===== config.mk =====
export PLATFORM = sky130hd
export DESIGN_NAME = cmdq_reader
export DESIGN_NICKNAME = d
export VERILOG_FILES = /design/src/rtl/cmdq_pkg.sv /design/src/rtl/cmdq_ctrl.sv /design/src/rtl/cmdq_dpath.sv /design/src/rtl/cmdq_reader.sv
export SDC_FILE = /design/constraint.sdc
export NUM_CORES = 1
export LEC_CHECK = 0
export BUFFER_PORTS_ARGS = -buffer_cell sky130_fd_sc_hd__buf_4
export CORE_ASPECT_RATIO = 1.5
export CORE_MARGIN = 2
export CORE_UTILIZATION = 45
export CTS_CLUSTER_SIZE = 30
export DETAILED_ROUTE_END_ITERATION = 10
export PLACE_DENSITY = 0.81
export SLEW_MARGIN = 10
export SYNTH_ARGS = -nofsm -noshare
export SYNTH_HDL_FRONTEND = slang
export SYNTH_HIERARCHICAL = 1
export SYNTH_SLANG_ARGS = --single-unit
export TNS_END_PERCENT = 30

===== constraint.sdc =====
create_clock -name clk -period 3.45 [get_ports clk]
set_clock_uncertainty 0.2 [all_clocks]
set_input_delay 0 -clock clk [delete_from_list [all_inputs] [get_ports clk]]
set_output_delay 0 -clock clk [all_outputs]
set_load 0.02 [all_outputs]

===== src/rtl/cmdq_pkg.sv =====
package cmdq_pkg;
  localparam int ENTRY_LOG2 = 5;

  typedef enum logic [1:0] {
    ST_IDLE,
    ST_WAIT,
    ST_STALL
  } qstate_e;

  typedef struct packed {
    logic issue;
    logic advance;
    logic logCmd;
    logic logRange;
  } qstrobe_t;
endpackage


===== src/rtl/cmdq_ctrl.sv =====
module cmdq_ctrl
  import cmdq_pkg::*;
(
  input  logic     clk,
  input  logic     rstN,
  input  logic     pending,
  input  logic     inRange,
  input  logic     retryStb,
  input  logic     respValid,
  input  logic     respErr,
  input  logic     errRptEn,
  output qstrobe_t stb,
  output logic     stalled,
  output logic     waiting
);
  qstate_e state, stateNext;

  always_comb begin
    stateNext = state;
    stb = '0;
    unique case (state)
      ST_IDLE: begin
        if (pending) begin
          if (!inRange) begin
            stateNext = ST_STALL;
            stb.logRange = errRptEn;
          end else begin
            stateNext = ST_WAIT;
            stb.issue = 1'b1;
          end
        end
      end
      ST_WAIT: begin
        if (respValid) begin
          if (respErr) begin
            stateNext = ST_STALL;
            stb.logCmd = errRptEn;
          end else begin
            stateNext = ST_IDLE;
            stb.advance = 1'b1;
          end
        end
      end
      ST_STALL: begin
        if (retryStb) stateNext = ST_IDLE;
      end
      default: stateNext = ST_IDLE;
    endcase
  end

  always_ff @(posedge clk) begin
    if (!rstN) state <= ST_IDLE;
    else state <= stateNext;
  end

  assign stalled = (state == ST_STALL);
  assign waiting = (state == ST_WAIT);

  // a single fetch in flight
  a_r2_one_outstanding: assert property (@(posedge clk) disable iff (!rstN)
    waiting |-> !stb.issue);
  // nothing fetched while stopped
  a_r4_no_issue_stalled: assert property (@(posedge clk) disable iff (!rstN)
    stalled |-> !stb.issue);
  // a fault result stops the queue on the next edge
  a_r4_fault_stalls: assert property (@(posedge clk) disable iff (!rstN)
    (waiting && respValid && respErr) |=> stalled);
  // an accepted retry drops the stall
  a_r6_retry_clears: assert property (@(posedge clk) disable iff (!rstN)
    (stalled && retryStb) |=> !stalled);
endmodule


===== src/rtl/cmdq_dpath.sv =====
module cmdq_dpath
  import cmdq_pkg::*;
#(
  parameter int ADDR_W   = 32,
  parameter int MAX_LOG2 = 8,
  parameter int SYN_W    = 8,
  parameter int SIZE_W   = $clog2(MAX_LOG2 + 1)
) (
  input  logic                clk,
  input  logic                rstN,
  input  qstrobe_t            stb,
  input  logic [ADDR_W-1:0]   cfgBase,
  input  logic [SIZE_W-1:0]   cfgSizeLog2,
  input  logic                wrOffStb,
  input  logic [MAX_LOG2-1:0] wrOffData,
  input  logic [SYN_W-1:0]    respSyndrome,
  output logic                pending,
  output logic                inRange,
  output logic [ADDR_W-1:0]   rdAddr,
  output logic [MAX_LOG2-1:0] rdOff,
  output logic [MAX_LOG2-1:0] wrOff,
  output logic                errValid,
  output logic [SYN_W-1:0]    errSyn,
  output logic [MAX_LOG2-1:0] errOff
);
  localparam int PAD_W = ADDR_W - MAX_LOG2 - ENTRY_LOG2;

  logic [MAX_LOG2:0]   entries;
  logic [MAX_LOG2-1:0] offMask;
  logic [MAX_LOG2-1:0] rdOffInc;

  assign entries  = {{MAX_LOG2{1'b0}}, 1'b1} << cfgSizeLog2;
  assign offMask  = entries[MAX_LOG2-1:0] - 1'b1;
  assign rdOffInc = (rdOff + 1'b1) & offMask;
  assign pending  = (rdOff != wrOff);
  assign inRange  = ({1'b0, wrOff} < entries);
  assign rdAddr   = cfgBase + {{PAD_W{1'b0}}, rdOff, {ENTRY_LOG2{1'b0}}};

  always_ff @(posedge clk) begin
    if (!rstN) begin
      rdOff <= '0;
      wrOff <= '0;
    end else begin
      if (wrOffStb) wrOff <= wrOffData;
      if (stb.advance) rdOff <= rdOffInc;
    end
  end

  always_ff @(posedge clk) begin
    if (!rstN) begin
      errValid <= 1'b0;
      errSyn   <= '0;
      errOff   <= '0;
    end else if (stb.logCmd || stb.logRange) begin
      errValid <= 1'b1;
      errSyn   <= stb.logRange ? {SYN_W{1'b1}} : respSyndrome;
      errOff   <= rdOff;
    end
  end

  // the last entry of the ring steps back to entry 0
  a_r3_wrap: assert property (@(posedge clk) disable iff (!rstN)
    (stb.advance && rdOff == offMask && !wrOffStb) |=> rdOff == '0);
endmodule


===== src/rtl/cmdq_reader.sv =====
module cmdq_reader
  import cmdq_pkg::*;
#(
  parameter int ADDR_W   = 32,
  parameter int MAX_LOG2 = 8,
  parameter int SYN_W    = 8,
  parameter int SIZE_W   = $clog2(MAX_LOG2 + 1)
) (
  input  logic                clk,
  input  logic                rstN,
  input  logic [ADDR_W-1:0]   cfgBase,
  input  logic [SIZE_W-1:0]   cfgSizeLog2,
  input  logic                errRptEn,
  input  logic                wrOffStb,
  input  logic [MAX_LOG2-1:0] wrOffData,
  input  logic                retryStb,
  output logic                rdReq,
  output logic [ADDR_W-1:0]   rdAddr,
  input  logic                respValid,
  input  logic                respErr,
  input  logic [SYN_W-1:0]    respSyndrome,
  output logic [MAX_LOG2-1:0] rdOffset,
  output logic                stalled,
  output logic                idle,
  output logic                errValid,
  output logic [SYN_W-1:0]    errSyndrome,
  output logic [MAX_LOG2-1:0] errOffset
);
  qstrobe_t            stb;
  logic                pending, inRange, waiting;
  logic [MAX_LOG2-1:0] wrOff;

  cmdq_ctrl u_ctrl (
    .clk(clk), .rstN(rstN), .pending(pending), .inRange(inRange),
    .retryStb(retryStb), .respValid(respValid), .respErr(respErr),
    .errRptEn(errRptEn), .stb(stb), .stalled(stalled), .waiting(waiting)
  );

  cmdq_dpath #(.ADDR_W(ADDR_W), .MAX_LOG2(MAX_LOG2), .SYN_W(SYN_W), .SIZE_W(SIZE_W)) u_dpath (
    .clk(clk), .rstN(rstN), .stb(stb), .cfgBase(cfgBase), .cfgSizeLog2(cfgSizeLog2),
    .wrOffStb(wrOffStb), .wrOffData(wrOffData), .respSyndrome(respSyndrome),
    .pending(pending), .inRange(inRange), .rdAddr(rdAddr), .rdOff(rdOffset),
    .wrOff(wrOff), .errValid(errValid), .errSyn(errSyndrome), .errOff(errOffset)
  );

  assign rdReq = stb.issue;
  assign idle  = !stalled && !waiting && !pending;

  // the read offset is frozen while stalled
  a_r4_offset_held: assert property (@(posedge clk) disable iff (!rstN)
    stalled |=> (!stalled || $stable(rdOffset)));
  // fetches only go out with the write offset inside the ring
  a_r7_req_in_range: assert property (@(posedge clk) disable iff (!rstN)
    rdReq |-> ({1'b0, wrOff} < ({{MAX_LOG2{1'b0}}, 1'b1} << cfgSizeLog2)));
endmodule


-- Word level (Yosys, flattened, before mapping)
Index checks and enable logic that the tools add are counted.
- add/sub/neg operators: 3
- order comparisons: 1
- equal/unequal tests: 6
- shift operators: 1
- muxes and demuxes: 17
- bitwise gates (word level): 1
- reductions and logical operators: 8
- operators with widths (kind ; count):
    32-bit by 13-bit adder with 32-bit output ; 1
    2-bit 2-to-1 mux ; 7
    8-bit by 9-bit < comparator with 1-bit output ; 1
    1-bit by 4-bit << shifter with 9-bit output, first input constant ; 1
    8-bit by 1-bit adder with 8-bit output, second input constant ; 1
    8-bit bitwise AND ; 1
    1-bit 2-to-1 mux ; 8
    8-bit 2-to-1 mux ; 1
    8-bit != test ; 1
    8-bit by 1-bit subtractor with 8-bit output, second input constant ; 1
    2-bit != test, second input constant ; 3
    2-bit one-hot mux with 3 select lines ; 1
    1-bit logical NOT ; 3
    3-bit AND reduction ; 1
    2-bit by 1-bit equality test with 1-bit output, second input constant ; 1
    2-bit equality test, second input constant ; 1
    1-bit logical AND ; 2
    2-bit logical NOT ; 1
    1-bit logical OR ; 1
- flip-flop bits (word level): 35
- input bits: 59
- output and inout port bits: 60
- logic and storage cells: 43

-- Depth between registers and ports, before layout
- depth in word-level cells: 6
- gate-level depth with buffers: 16
- gate-level depth less buffers: 14

-- By module
Netlist, hierarchy kept.
- by module, submodules not included (module ; times used ; cells an instance ; area an instance (um^2) ; seq. area each (um^2)):
    cmdq_dpath ; 1 ; 306 ; 2565.0 ; 660.6
    cmdq_ctrl ; 1 ; 19 ; 155.1 ; 40.0
    cmdq_reader ; 1 ; 1 ; 10.0 ; 0.0

-- Worst setup path before layout
Ideal clock, no wire load.
- path type: in2reg
- start: input port cfgSizeLog2[2]
- end: register u_dpath.errOff[0]
- library setup time: 0.076 ns
- data arrival time: 2.396 ns
- data required time: 3.174 ns
- path slack: 0.779 ns
- cell stages on the path: 16
- path buffers: 3
- cells stage by stage: buf_2 -> inv_1 -> nor2_1 -> nand2_1 -> ha_1 -> o21ai_0 -> nand2b_1 -> a21oi_1 -> a31oi_1 -> nand3_1 -> nor4b_1 -> and2_1 -> clkbuf_1 -> clkbuf_1 -> o21ai_0 -> a21boi_0
- RTL lines (item ; RTL line ; RTL):
    start, declared ; cmdq_reader.sv:12 ; input logic [SIZE_W-1:0] cfgSizeLog2,
    end signal, assigned ; cmdq_dpath.sv:57 ; errOff <= rdOff;
    end, declared ; cmdq_dpath.sv:24 ; output logic [MAX_LOG2-1:0] errOff

==> flow_summary_export.csv <==
group,metric,value,unit
outcome,status,"completed",
yosys,syn-num-nets,403,
placed_design,routabilityCongestion,0.938,
power_and_ir_drop,p_leak,1.97,nW
setup_path,r2r-start,"u_ctrl/state[0]$_SDFFE_PN0P_",
floorplan,coreArea,5830,µm²
sta,maxSlewHeadroom,58.8,%
setup_path,startpoint_type,"input pin",
setup_path,crit_fanout,10,
yosys,ys_seq_area_share,25.7,%
hold_path,hp-start,"errRptEn",
floorplan,die_area,6720,µm²
yosys,ys_ff_latch,35,
sta,finalHoldViolCount,0,
power_and_ir_drop,vdd_ir_drop_max,0.334,mV
global_route,grt_pass1_vias,2952,
clocking,clockBufferDepth,2,
sta,setup_viol,0,
power_and_ir_drop,total_power,0.00124,W
clocking,clkTransAtPathRegs,70,ps
detailed_routing,wirelength,8.50,mm
yosys,synthCells,326,
setup_path,cp_slowest_cell,"dlygate4sd3_1",
layout,area_growth,55.1,%
hold_path,holdPathStages,4,
layout,antenna_cells,0,
global_route,grt_max_degree,36,
sta,slew_violations,0,
sta,post-route-period-util,94.9,%
sta,fin_crit,3270,ps
detailed_routing,num_vias,3007,
floorplan,rows,34,
setup_path,setup.worst_path.end_class,"register",
detailed_routing,vias_per_cell,5.42,
yosys,syn_area_per_cell,8.37,µm²
yosys,yosysUniqueCellTypes,55,
flow_run,drv_cap,0,
setup_path,crit_chain,"dlygate4sd3_1 > buf_4 > inv_1 > nor2_4 > nand2_1 > ha_1 > o21ai_0 > nand2b_1 > a21oi_1 > a31oi_1 > nand3_2 > nor4b_4 > and2_4 > buf_4 > o21a_1 > dlygate4sd3_1",
setup_path,required,3490,ps
clocking,clk_latency,290,ps
global_route,antenna_found_initial,0,
layout,fin_util,72.6,%
clocking,clk_root_buffer_cell,"clkbuf_8",
hold_path,hp-class,"input pin to register",
setup_path,critPathKind,"input pin to register",
sta,rsz0062_at_grt,"no",
sta,worstMarginPinSlew,618,ps
layout,fin_nets,559,
setup_path,rrSetupSlack,480,ps
floorplan,start_util,46.8,%
sta,fin_setup_tns,0,ps
layout,drive_gt1_share,30.0,%
layout,design_area,4230,µm²
clocking,htreeDepth,2,
detailed_routing,drc,0,
yosys,ys_warn_count,6,
yosys,syn_area,2730,µm²
hold_path,min_to,"u_dpath/errOff[4]$_SDFFE_PN0P_",
global_route,grt.overflow.total,0,
placed_design,postPlaceCellArea,3560,µm²
detailed_routing,routedWlPerCell,15.3,µm
power_and_ir_drop,power_density,292,nW/µm²
clocking,cts_buffers,5,
floorplan,io_pins,119,
setup_path,arrival,3310,ps
detailed_routing,dr.pass1.iters,4,
layout,mostFrequentLayoutCells,"112 x buf_4, 55 x dlygate4sd3_1, 35 x dfxtp_1",
layout,instances_no_fill,555,
clocking,cts_sinks,35,
placed_design,port_buffers,108,
placed_design,dp_cells,491,
layout,layout_commonest_cell,"buf_4",
detailed_routing,ant_nets,0,
detailed_routing,drtIter0Drc,149,
clocking,cts_tree,"done",
global_route,grt_pass1_wl,13.2,mm
setup_path,worstReg2RegEnd,"u_dpath/errSyn[6]$_SDFFE_PN0P_",
placed_design,dp_hpwl,5.64,mm
sta,fmax,0.306,GHz
floorplan,die_w,67.6,µm
setup_path,r2r_cells,6,
setup_path,max_stage_delay,570,ps
floorplan,die_h,99.4,µm
global_route,grtUsageTotal,25.1,%
timing repair:
item                       CTS  global route
hold buffers                55             0
setup endpoints to repair    0            10
resized for setup            0             8
hold endpoints to repair    40             0
buffers inserted             0             1
cells by family after synthesis:
group	count (synthesis)	share of synthesized area [%]
muxes	18	7.01
adders and majority gates	18	8.52
xor gates and xnor gates	38	12.2
and+or+nand+nor	117	23.8
buffers and inverters	29	5.09
AOI/OAI and AO/OA	71	17.7
DFF	35	25.7
final cells by class:
type / instances / area, µm²
Tap cell: 72 / 90.1
Clock inverter: 2 / 12.5
Sequential cell: 35 / 701
Fill cell: 403 / 1590
Clock buffer: 6 / 72.6
Inverter: 11 / 41.3
Multi-Input combinational cell: 262 / 1930
Timing Repair Buffer: 167 / 1390
flip-flops by register name (all words and copies together), names as in the netlist:
| signal | flops |
|---|---|
| u_dpath/errOff | 8 |
| u_dpath/errSyn | 8 |
| u_dpath/rdOff | 8 |
| u_dpath/wrOff | 8 |
| u_ctrl/state | 2 |
| u_dpath/errValid | 1 |
routing by layer:
layer | vias to the layer above | track usage, % | wire length [µm]
li1 | 1451 | - | -
met5 | - | 0 | 0
met1 | 1382 | 26.8 | 3130
met2 | 145 | 45.7 | 4450
met4 | 0 | 12.4 | 301
met3 | 29 | 4.19 | 615
Yosys cell counts, drive strengths merged:
| cell type | instances | area share, % |
|---|---|---|
| dfxtp | 35 | 26 |
| nand2 | 30 | 4.1 |
| xnor2 | 20 | 6.4 |
| o21ai | 18 | 3.3 |
| xor2 | 18 | 5.8 |
| ha | 17 | 7.8 |
| nor2b | 16 | 3.8 |
| nor2 | 15 | 2.1 |
| a21oi | 13 | 2.4 |
| nand3 | 12 | 2.2 |
| o21a | 12 | 3.6 |
| inv | 11 | 1.5 |
| buf | 9 | 2.3 |
| clkbuf | 9 | 1.2 |
| mux2 | 9 | 3.7 |
| mux2i | 9 | 3.3 |
| a21boi | 8 | 2.2 |
| and3 | 7 | 1.8 |
| nor3 | 7 | 1.5 |
| nand4 | 6 | 1.6 |
| nor4 | 6 | 1.6 |
| nand2b | 5 | 1.1 |
| a211oi | 4 | 1.3 |
| a21o | 4 | 1.1 |
| nor3b | 4 | 1.3 |
| a31oi | 3 | 0.92 |
| and2 | 3 | 0.69 |
| a211o | 2 | 0.64 |
| nor4b | 2 | 0.87 |
| o211ai | 2 | 0.55 |
| o31a | 2 | 0.64 |
| a2111oi | 1 | 0.55 |
| and2b | 1 | 0.28 |
| and3b | 1 | 0.32 |
| fa | 1 | 0.73 |
| o22ai | 1 | 0.23 |
| o31ai | 1 | 0.28 |
| or3 | 1 | 0.23 |
| or4 | 1 | 0.41 |
stage by stage:
step / worst slack (ps) / hold WS, ps
after global routing: 15.3 / 30.3
after CTS: 71.4 / 35.3
after floorplan: 779 / -87.4
after global placement: 796 / -200
after detailed placement: 627 / -200
final: 177 / 10.3
how the worst max path moves through the flow:
stage,from,endpoint,slack [ps]
final,cfgSizeLog2[2],u_dpath/errSyn[6]$_SDFFE_PN0P_,180
after global routing,cfgSizeLog2[2],u_dpath/errSyn[6]$_SDFFE_PN0P_,20
after CTS,cfgSizeLog2[2],u_dpath/errSyn[6]$_SDFFE_PN0P_,70
after detailed placement,cfgSizeLog2[2],u_dpath/errOff[6]$_SDFFE_PN0P_,630
after global placement,cfgSizeLog2[2],u_dpath/errOff[6]$_SDFFE_PN0P_,800
after floorplan,cfgSizeLog2[2],u_dpath/errOff[0]$_SDFFE_PN0P_,780
worst max-delay path, delay by kind of cell:
family / cells / cell delay, ps
AOI/OAI and AO/OA: 4 / 560
adders and majority gates: 1 / 280
buffers and inverters: 5 / 1530
and+or+nand+nor: 6 / 930
where the power goes:
| group | total (W) | internal [W] | switching [W] |
|---|---|---|---|
| sequential | 0.000462 | 0.000432 | 0.0000293 |
| clock | 0.000296 | 0.000141 | 0.000154 |
| combinational | 0.000479 | 0.000254 | 0.000225 |
No activity file was read; power rests on OpenSTA's default activity.
